$ cat config.mk
export PLATFORM = sky130hd
export DESIGN_NAME = flash_rec_seq
export DESIGN_NICKNAME = d
export VERILOG_FILES = /design/src/rtl/flash_rec_pkg.sv /design/src/rtl/spi_frame_tx.sv /design/src/rtl/sample_hold.sv /design/src/rtl/rec_seq_ctrl.sv /design/src/rtl/flash_rec_seq.sv
export SDC_FILE = /design/constraint.sdc
export NUM_CORES = 1
export LEC_CHECK = 0
export ABC_AREA = 1
export BUFFER_PORTS_ARGS = -buffer_cell sky130_fd_sc_hd__buf_2
export CORE_MARGIN = 1
export CORE_UTILIZATION = 65
export CTS_CLUSTER_SIZE = 30
export DETAILED_ROUTE_END_ITERATION = 10
export HOLD_SLACK_MARGIN = 0.02
export PLACE_DENSITY = 0.88
export SYNTH_ARGS = -nofsm -noshare
export SYNTH_HDL_FRONTEND = slang
export SYNTH_SLANG_ARGS = --single-unit
$ cat constraint.sdc
create_clock -name clk -period 4 [get_ports clk]
set_clock_uncertainty 0.15 [all_clocks]
set_input_delay 0.6 -clock clk [delete_from_list [all_inputs] [get_ports clk]]
set_output_delay 0.6 -clock clk [all_outputs]
set_load 0.02 [all_outputs]
$ cat src/rtl/flash_rec_pkg.sv
package flash_rec_pkg;

  localparam int FRAME_W = 40;

  localparam logic [7:0] OP_BLK_ERASE = 8'h50;
  localparam logic [7:0] OP_BUF_WRITE = 8'h84;
  localparam logic [7:0] OP_BUF_PROG  = 8'h88;

  typedef enum logic [1:0] {
    CMD_ERASE = 2'd0,
    CMD_BUFWR = 2'd1,
    CMD_PROG  = 2'd2
  } cmd_e;

  // Shift the sample down by the floor and keep the low byte.
  function automatic logic [7:0] cond_sample(input logic [9:0] raw,
                                             input logic [9:0] floor_v);
    logic [9:0] diff;
    diff = raw - floor_v;
    return diff[7:0];
  endfunction

  // Frames are left-aligned in a 40-bit word; 32-bit frames pad the tail.
  function automatic logic [FRAME_W-1:0] erase_frame(input logic [8:0] blk);
    return {OP_BLK_ERASE, 2'b00, blk, 13'd0, 8'd0};
  endfunction

  function automatic logic [FRAME_W-1:0] bufwr_frame(input logic [9:0] pos,
                                                     input logic [7:0] data);
    return {OP_BUF_WRITE, 14'd0, pos, data};
  endfunction

  function automatic logic [FRAME_W-1:0] prog_frame(input logic [11:0] page);
    return {OP_BUF_PROG, 2'b00, page, 10'd0, 8'd0};
  endfunction

endpackage

$ cat src/rtl/spi_frame_tx.sv
module spi_frame_tx
  import flash_rec_pkg::*;
#(
  parameter int CLK_DIV = 2
) (
  input  logic               clk,
  input  logic               rst_n,
  input  logic               start,
  input  logic [FRAME_W-1:0] frame,
  input  logic               five_bytes,
  output logic               sck,
  output logic               mosi,
  output logic               cs_n,
  output logic               active,
  output logic               done
);

  localparam int GAP_CYC = 2 * CLK_DIV;
  localparam int CNT_W   = (GAP_CYC > 1) ? $clog2(GAP_CYC) : 1;
  localparam logic [CNT_W-1:0] HALF_LAST = CNT_W'(CLK_DIV - 1);
  localparam logic [CNT_W-1:0] GAP_LAST  = CNT_W'(GAP_CYC - 1);

  typedef enum logic [1:0] {TX_IDLE, TX_SHIFT, TX_TAIL, TX_GAP} tx_st_e;

  tx_st_e             st_q;
  logic [CNT_W-1:0]   div_q;
  logic [5:0]         bits_q;
  logic [FRAME_W-1:0] sh_q;
  logic               half_tick;

  assign half_tick = (div_q == HALF_LAST);
  assign active    = (st_q != TX_IDLE);

  always_ff @(posedge clk or negedge rst_n) begin
    if (!rst_n) begin
      st_q   <= TX_IDLE;
      div_q  <= '0;
      bits_q <= '0;
      sh_q   <= '0;
      sck    <= 1'b1;
      mosi   <= 1'b0;
      cs_n   <= 1'b1;
      done   <= 1'b0;
    end else begin
      done <= 1'b0;
      case (st_q)
        TX_IDLE: begin
          if (start) begin
            cs_n   <= 1'b0;
            sh_q   <= frame;
            bits_q <= five_bytes ? 6'd40 : 6'd32;
            div_q  <= '0;
            st_q   <= TX_SHIFT;
          end
        end
        TX_SHIFT: begin
          if (half_tick) begin
            div_q <= '0;
            if (sck) begin
              sck  <= 1'b0;
              mosi <= sh_q[FRAME_W-1];
              sh_q <= {sh_q[FRAME_W-2:0], 1'b0};
            end else begin
              sck    <= 1'b1;
              bits_q <= bits_q - 6'd1;
              if (bits_q == 6'd1) st_q <= TX_TAIL;
            end
          end else begin
            div_q <= div_q + 1'b1;
          end
        end
        TX_TAIL: begin
          if (half_tick) begin
            cs_n  <= 1'b1;
            div_q <= '0;
            st_q  <= TX_GAP;
          end else begin
            div_q <= div_q + 1'b1;
          end
        end
        default: begin
          if (div_q == GAP_LAST) begin
            div_q <= '0;
            done  <= 1'b1;
            st_q  <= TX_IDLE;
          end else begin
            div_q <= div_q + 1'b1;
          end
        end
      endcase
    end
  end

  // clock idles high whenever the flash is deselected
  p_sck_idle_r1: assert property (@(posedge clk) disable iff (!rst_n)
    cs_n |-> sck);

  // data never moves on the sampling edge
  p_mosi_steady_r1: assert property (@(posedge clk) disable iff (!rst_n)
    $rose(sck) |-> $stable(mosi));

endmodule

$ cat src/rtl/sample_hold.sv
module sample_hold #(
  parameter int SMP_W = 10
) (
  input  logic             clk,
  input  logic             rst_n,
  input  logic             capture,
  input  logic [SMP_W-1:0] din,
  input  logic             pop,
  output logic             valid,
  output logic [SMP_W-1:0] dout,
  output logic             overrun
);

  always_ff @(posedge clk or negedge rst_n) begin
    if (!rst_n) begin
      valid   <= 1'b0;
      dout    <= '0;
      overrun <= 1'b0;
    end else begin
      if (pop && !capture) valid <= 1'b0;
      if (capture) begin
        if (!valid || pop) begin
          valid <= 1'b1;
          dout  <= din;
        end else begin
          overrun <= 1'b1;
        end
      end
    end
  end

  // a lost sample stays reported
  p_overrun_sticky_r10: assert property (@(posedge clk) disable iff (!rst_n)
    $past(overrun) |-> overrun);

  // the consumer only takes a sample that is present
  p_pop_when_valid_r10: assert property (@(posedge clk) disable iff (!rst_n)
    pop |-> valid);

endmodule

$ cat src/rtl/rec_seq_ctrl.sv
module rec_seq_ctrl
  import flash_rec_pkg::*;
#(
  parameter int          N_BLOCKS     = 512,
  parameter int          N_PAGES      = 4096,
  parameter int          PAGE_BYTES   = 528,
  parameter logic [9:0]  SAMPLE_FLOOR = 10'h1D5
) (
  input  logic               clk,
  input  logic               rst_n,
  input  logic               erase_req,
  input  logic               flash_ready,
  input  logic               hold_valid,
  input  logic [9:0]         hold_data,
  input  logic               tx_active,
  input  logic               tx_done,
  output logic               tx_start,
  output logic [FRAME_W-1:0] tx_frame,
  output logic               tx_five,
  output logic               pop,
  output logic               seq_busy,
  output logic               full
);

  localparam int BLK_W = (N_BLOCKS > 1) ? $clog2(N_BLOCKS) : 1;
  localparam int PG_W  = $clog2(N_PAGES + 1);
  localparam int POS_W = (PAGE_BYTES > 1) ? $clog2(PAGE_BYTES) : 1;
  localparam logic [BLK_W-1:0] BLK_LAST = BLK_W'(N_BLOCKS - 1);
  localparam logic [PG_W-1:0]  PG_LAST  = PG_W'(N_PAGES - 1);
  localparam logic [POS_W-1:0] POS_LAST = POS_W'(PAGE_BYTES - 1);

  typedef enum logic [1:0] {S_IDLE, S_WAIT, S_SEND, S_ERFIN} seq_st_e;

  seq_st_e          st_q;
  cmd_e             cmd_q;
  logic [BLK_W-1:0] blk_q;
  logic [PG_W-1:0]  page_q;
  logic [POS_W-1:0] pos_q;
  logic [7:0]       data_q;
  logic             fresh_q;
  logic             full_q;

  assign full     = full_q;
  assign seq_busy = (st_q != S_IDLE);
  assign pop      = (st_q == S_IDLE) && !erase_req && hold_valid;
  assign tx_start = (st_q == S_WAIT) && flash_ready && !tx_active;
  assign tx_five  = (cmd_q == CMD_BUFWR);

  always_comb begin
    case (cmd_q)
      CMD_ERASE: tx_frame = erase_frame(9'(blk_q));
      CMD_BUFWR: tx_frame = bufwr_frame(10'(pos_q), data_q);
      default:   tx_frame = prog_frame(12'(page_q));
    endcase
  end

  always_ff @(posedge clk or negedge rst_n) begin
    if (!rst_n) begin
      st_q    <= S_IDLE;
      cmd_q   <= CMD_BUFWR;
      blk_q   <= '0;
      page_q  <= '0;
      pos_q   <= '0;
      data_q  <= '0;
      fresh_q <= 1'b0;
      full_q  <= 1'b0;
    end else begin
      case (st_q)
        S_IDLE: begin
          if (erase_req) begin
            cmd_q   <= CMD_ERASE;
            blk_q   <= '0;
            full_q  <= 1'b0;
            fresh_q <= 1'b0;
            st_q    <= S_WAIT;
          end else if (hold_valid) begin
            if (fresh_q) begin
              pos_q   <= '0;
              page_q  <= '0;
              fresh_q <= 1'b0;
              data_q  <= cond_sample(hold_data, SAMPLE_FLOOR);
              cmd_q   <= CMD_BUFWR;
              st_q    <= S_WAIT;
            end else if (!full_q) begin
              data_q <= cond_sample(hold_data, SAMPLE_FLOOR);
              cmd_q  <= CMD_BUFWR;
              st_q   <= S_WAIT;
            end
          end
        end
        S_WAIT: begin
          if (tx_start) st_q <= S_SEND;
        end
        S_SEND: begin
          if (tx_done) begin
            case (cmd_q)
              CMD_ERASE: begin
                if (blk_q == BLK_LAST) begin
                  st_q <= S_ERFIN;
                end else begin
                  blk_q <= blk_q + 1'b1;
                  st_q  <= S_WAIT;
                end
              end
              CMD_BUFWR: begin
                if (pos_q == POS_LAST) begin
                  pos_q <= '0;
                  cmd_q <= CMD_PROG;
                  st_q  <= S_WAIT;
                end else begin
                  pos_q <= pos_q + 1'b1;
                  st_q  <= S_IDLE;
                end
              end
              default: begin
                page_q <= page_q + 1'b1;
                if (page_q == PG_LAST) full_q <= 1'b1;
                st_q <= S_IDLE;
              end
            endcase
          end
        end
        default: begin
          if (flash_ready) begin
            fresh_q <= 1'b1;
            st_q    <= S_IDLE;
          end
        end
      endcase
    end
  end

  // byte position never reaches the page size
  p_pos_bound_r6: assert property (@(posedge clk) disable iff (!rst_n)
    pos_q <= POS_LAST);

  // page counter stops at the array size
  p_page_bound_r9: assert property (@(posedge clk) disable iff (!rst_n)
    page_q <= PG_W'(N_PAGES));

  // no buffer write is launched once memory is full
  p_no_write_full_r9: assert property (@(posedge clk) disable iff (!rst_n)
    (tx_start && cmd_q == CMD_BUFWR) |-> !full_q);

  // a frame only finishes while this sequencer is sending
  p_done_in_send_r3: assert property (@(posedge clk) disable iff (!rst_n)
    tx_done |-> (st_q == S_SEND));

endmodule

$ cat src/rtl/flash_rec_seq.sv
module flash_rec_seq
  import flash_rec_pkg::*;
#(
  parameter int         CLK_DIV      = 2,
  parameter int         N_BLOCKS     = 512,
  parameter int         N_PAGES      = 4096,
  parameter int         PAGE_BYTES   = 528,
  parameter logic [9:0] SAMPLE_FLOOR = 10'h1D5
) (
  input  logic       clk,
  input  logic       rst_n,
  input  logic       erase_req,
  input  logic       record_req,
  input  logic       smp_valid,
  input  logic [9:0] smp_raw,
  input  logic       flash_ready,
  output logic       sck,
  output logic       mosi,
  output logic       cs_n,
  output logic       busy,
  output logic       mem_full,
  output logic       overrun
);

  logic               hold_valid;
  logic [9:0]         hold_data;
  logic               pop;
  logic               tx_start;
  logic [FRAME_W-1:0] tx_frame;
  logic               tx_five;
  logic               tx_active;
  logic               tx_done;
  logic               seq_busy;
  logic               full;
  logic               smp_take;

  assign smp_take = smp_valid && record_req;

  sample_hold #(.SMP_W(10)) hold_i (
    .clk     (clk),
    .rst_n   (rst_n),
    .capture (smp_take),
    .din     (smp_raw),
    .pop     (pop),
    .valid   (hold_valid),
    .dout    (hold_data),
    .overrun (overrun)
  );

  rec_seq_ctrl #(
    .N_BLOCKS     (N_BLOCKS),
    .N_PAGES      (N_PAGES),
    .PAGE_BYTES   (PAGE_BYTES),
    .SAMPLE_FLOOR (SAMPLE_FLOOR)
  ) ctrl_i (
    .clk         (clk),
    .rst_n       (rst_n),
    .erase_req   (erase_req),
    .flash_ready (flash_ready),
    .hold_valid  (hold_valid),
    .hold_data   (hold_data),
    .tx_active   (tx_active),
    .tx_done     (tx_done),
    .tx_start    (tx_start),
    .tx_frame    (tx_frame),
    .tx_five     (tx_five),
    .pop         (pop),
    .seq_busy    (seq_busy),
    .full        (full)
  );

  spi_frame_tx #(.CLK_DIV(CLK_DIV)) tx_i (
    .clk        (clk),
    .rst_n      (rst_n),
    .start      (tx_start),
    .frame      (tx_frame),
    .five_bytes (tx_five),
    .sck        (sck),
    .mosi       (mosi),
    .cs_n       (cs_n),
    .active     (tx_active),
    .done       (tx_done)
  );

  assign busy     = seq_busy || hold_valid;
  assign mem_full = full && record_req;

  // the flash is only selected after it reported ready
  p_ready_before_cs_r2: assert property (@(posedge clk) disable iff (!rst_n)
    $fell(cs_n) |-> $past(flash_ready));

  // a select always starts from an idle-high clock
  p_cs_fall_sck_high_r1: assert property (@(posedge clk) disable iff (!rst_n)
    $fell(cs_n) |-> sck);

endmodule

==> run summary <==
The floorplan die area is 0.00948 mm2, and the number of antenna violations at the first check in global routing is 0. The average detailed-routed wire length per instance came out at 14.6 um. Once the clock tree was built, the resizer swapped 0 gates to a different size. The logs give 0.00876 mm2 for the placeable core region and 0 for the final antenna-violating net count. The logs give 0 for the number of buffers added for setup after CTS and 5020 for the number of global-route vias before repair. The global-route wire length before repair was 22.2 mm; the final standard cell count with taps included and fillers excluded was 876.

For this design the static power due to leakage is 2.97 nW. For this block, the initial DRC count from the detailed router was 343. The number of port buffers is 19, and the aggregate routed wire length is 12.8 mm.

The area share of the largest cell type after synthesis is 45.3%, and the number of nets at the end of the flow is 798. Buffer levels on the longest clock path: 2. At the end of routability-driven placement, the weighted congestion stood at 0.862. Static timing analysis puts the maximum clock frequency at 358 MHz. The clock buffer count from CTS was 9; the number of vias in the routed layout was 5124. Dividing the synthesized area by the synthesized cell count gives 7.84 um2. Registers are responsible for 40.6% of the overall power.

The internal power contribution is 2.15 mW. Of the cells placed in the final design, the portion with a size suffix greater than 1 is 8.46%. The top cell type by total area after synthesis is sky130_fd_sc_hd__dfrtp_1. Floorplan die width: 97.4 um.

Setup repair after global routing left no endpoint under its margin. The setup total negative slack came out at 0 ns. The final number of hold-violating endpoints is 0, and the final count of pins violating max slew is 0.

The required time at the worst-slack endpoint came out at 4.10 ns. After detailed routing, the number of remaining DRC violations is 0. Ranked by total cell area, the synthesized netlist is headed by sky130_fd_sc_hd__dfrtp_1 45%, sky130_fd_sc_hd__nand2_1 14%, sky130_fd_sc_hd__o21ai_0 5.2%, sky130_fd_sc_hd__inv_1 5.1%, sky130_fd_sc_hd__ha_1 4.0%. The top-level I/O count is 22.

The area growth from synthesis to layout is 5.29%. The synthesized design contains 110 register bits. Net switching is 45.8% of the power. The tools report the peak supply drop as 358 uV. The top cell types in the final layout, fill and taps aside, are 217 x sky130_fd_sc_hd__nand2_1, 107 x sky130_fd_sc_hd__dfrtp_1, 80 x sky130_fd_sc_hd__inv_1.

Combinational logic burns 43.6% of the power. The logs give 0 for the number of failing setup endpoints in the final timing report and 46.6% for the proportion of synthesized chip area in sequential cells. Entering global routing, the biggest net connects 87 pins. Yosys printed 0 warnings.

In this run the clock root is driven by a sky130_fd_sc_hd__clkbuf_8. The flow ran to the end, and the final reports show no timing, DRC or antenna violations. Summed over all layers, the global routing overflow is 0. The final critical path takes up 69.9% of the cycle. The clock network latency to the later pin of the worst-skew pair was 0.38 ns. The tools report the worst hold slack as 0.241 ns. Counting tap cells, the placed design contains a total of 860 instances. The final HPWL from detailed placement is 8.99 mm. The worst setup path is captured at a flip-flop. The number of H-tree levels is 3, and the via density per instance is 5.85. Design area: 0.00622 mm2. In this run the cell area of the synthesized design comes to 0.00591 mm2.

The relative slew slack was 28.4%. The count of different cell masters after synthesis was 39. For the total cell area at the placement stage, the log shows 0.00605 mm2. The worst setup path is launched from a flip-flop. After floorplanning, the core was divided into 34 placement rows. Max-cap violations in this run came to 0. The critical path in this run is classified as flip-flop to flip-flop. The die is 97.4 um tall. The net count of the mapped netlist is 789. TritonCTS built the clock tree. Dividing total power by cell area gives a power density of 636 mW/mm2.

The first TritonRoute pass finished after 5 iterations. The number of hold buffers added after CTS was 0. The library cell used most frequently in the layout, excluding fill and tap cells, is sky130_fd_sc_hd__nand2_1.

Utilization after layout: 71.0%. Counting every instance in the synthesized netlist gives 754. The register clock-pin slew on the reported worst setup and hold paths is 0.12 ns. The analysis attributes to net switching a power of 1.81 mW. Data on the critical path arrives at its endpoint at 2.89 ns.

The number of inserted diodes came out at 0. The path class of the tightest hold or removal check is input port to asynchronous set/reset pin. The pin slew with the least headroom to its limit is 1.07 ns. The final critical delay including setup and external delays was 2.80 ns.

In the global route stage, overall resource usage came out at 28.5%. The filler cells instantiated in the layout total 667. The tree built by TritonCTS fans out to 110 sinks.

The maximum net fanout on the critical path came out at 28. The starting density of the core is 67.5%, and the clock share of power is 15.7%.
==> area by class of cell <==
| class | count | area (um2) | area share, % |
|---|---|---|---|
| Clock buffer | 10 | 128 | 2.05 |
| Clock inverter | 6 | 45.0 | 0.724 |
| Inverter | 85 | 319 | 5.13 |
| Multi-Input combinational cell | 533 | 2690 | 43.3 |
| Sequential cell | 110 | 2760 | 44.3 |
| Tap cell | 108 | 135 | 2.17 |
| Timing Repair Buffer | 24 | 148 | 2.37 |
==> flip-flops by register name (all words and copies together), names as in the netlist <==
register	cells
tx_i.div_q	2
ctrl_i.pos_q	10
tx_i.st_q	2
ctrl_i.data_q	8
tx_i.sck	1
ctrl_i.st_q	2
ctrl_i.page_q	13
tx_i.done	1
tx_i.sh_q	40
hold_i.valid	1
ctrl_i.fresh_q	1
tx_i.mosi	1
tx_i.cs_n	1
ctrl_i.cmd_q	2
tx_i.bits_q	6
ctrl_i.blk_q	9
hold_i.overrun	1
ctrl_i.full	1
hold_i.dout	8
==> power by group through the flow <==
stage	sequential, mW	clock [mW]	combinational, mW
3_3_place_gp	1.61	0	1.60
3_5_place_dp	1.63	0	1.70
4_1_cts	1.61	0.628	1.71
2_1_floorplan	1.59	0	1.34
6_report	1.61	0.623	1.73
5_1_grt	1.65	0.667	1.95
==> cell families after synthesis <==
kind of cell | after synthesis | share of synthesized area (%)
compound gates | 134 | 13.3
xor+xnor | 8 | 1.19
fa+ha+maj | 19 | 4.02
buf+inv | 111 | 7.81
flops | 110 | 46.6
simple gates | 372 | 27.1
==> metrics by stage <==
stage / power, mW / setup slack, ns
CTS: 3.95 / 1.25
global route: 4.26 / 0.971
floorplan: 2.93 / 1.99
finish: 3.96 / 1.20
detailed placement: 3.33 / 1.32
global placement: 3.21 / 1.46
==> synth_stat cells <==
| library cell | instances |
|---|---|
| sky130_fd_sc_hd__nand2_1 | 217 |
| sky130_fd_sc_hd__dfrtp_1 | 107 |
| sky130_fd_sc_hd__inv_1 | 80 |
| sky130_fd_sc_hd__nor2_1 | 63 |
| sky130_fd_sc_hd__o21ai_0 | 62 |
| sky130_fd_sc_hd__nand3_1 | 45 |
| sky130_fd_sc_hd__nand4_1 | 26 |
| sky130_fd_sc_hd__a21oi_1 | 19 |
| sky130_fd_sc_hd__ha_1 | 19 |
| sky130_fd_sc_hd__a22oi_1 | 16 |
| sky130_fd_sc_hd__buf_2 | 12 |
| sky130_fd_sc_hd__o21ai_1 | 10 |
| sky130_fd_sc_hd__o221ai_1 | 9 |
| sky130_fd_sc_hd__xor2_1 | 7 |
| sky130_fd_sc_hd__a31oi_1 | 6 |
| sky130_fd_sc_hd__buf_4 | 6 |
| sky130_fd_sc_hd__clkbuf_1 | 6 |
| sky130_fd_sc_hd__nand2_2 | 5 |
| sky130_fd_sc_hd__inv_2 | 4 |
| sky130_fd_sc_hd__nor2_2 | 4 |
| sky130_fd_sc_hd__nor2_4 | 4 |
| sky130_fd_sc_hd__dfstp_2 | 3 |
| sky130_fd_sc_hd__nand3_2 | 3 |
| sky130_fd_sc_hd__o22ai_1 | 3 |
| sky130_fd_sc_hd__nand3b_1 | 2 |
| sky130_fd_sc_hd__nor3_1 | 2 |
| sky130_fd_sc_hd__o21ai_2 | 2 |
| sky130_fd_sc_hd__a21boi_0 | 1 |
| sky130_fd_sc_hd__a32o_1 | 1 |
| sky130_fd_sc_hd__a41oi_1 | 1 |
| sky130_fd_sc_hd__buf_1 | 1 |
| sky130_fd_sc_hd__buf_6 | 1 |
| sky130_fd_sc_hd__clkinv_1 | 1 |
| sky130_fd_sc_hd__o211ai_1 | 1 |
| sky130_fd_sc_hd__o21a_1 | 1 |
| sky130_fd_sc_hd__o21bai_1 | 1 |
| sky130_fd_sc_hd__o31ai_1 | 1 |
| sky130_fd_sc_hd__or2_2 | 1 |
| sky130_fd_sc_hd__xnor2_1 | 1 |
==> final timing paths <==
kind / slack [ns] / from / to / depth (start not counted)
worst max-delay path: 1.20 / tx_i.st_q[1] / tx_i.sh_q[39] / 7
worst min-delay path: 0.24 / rst_n / tx_i.div_q[0] / 1
worst max register to register: 1.20 / tx_i.st_q[1] / tx_i.sh_q[39] / 7
worst min register to register: 0.35 / tx_i.sh_q[22] / tx_i.sh_q[22] / 2
max in group asynchronous: 2.52 / rst_n / ctrl_i.pos_q[2] / 2
min in group clk: 0.31 / smp_raw[5] / hold_i.dout[5] / 3
==> metal layers <==
| metal | GRT usage (%) | part of all wire (%) |
|---|---|---|
| met5 | 0 | 0 |
| met4 | 8.82 | 1.7 |
| met3 | 4.60 | 5.1 |
| met2 | 47.2 | 48 |
| met1 | 38.9 | 45 |
==> critical path, cell delays in order, from the launching register on <==
cell                       delay, ns
sky130_fd_sc_hd__dfrtp_1        0.44
sky130_fd_sc_hd__inv_1          0.13
sky130_fd_sc_hd__ha_1           0.34
sky130_fd_sc_hd__nand2_2        0.20
sky130_fd_sc_hd__nand2_1        0.73
sky130_fd_sc_hd__inv_2          0.36
sky130_fd_sc_hd__o211ai_1       0.19
sky130_fd_sc_hd__o21ai_0        0.11
Power figures use the tool's default switching activity.
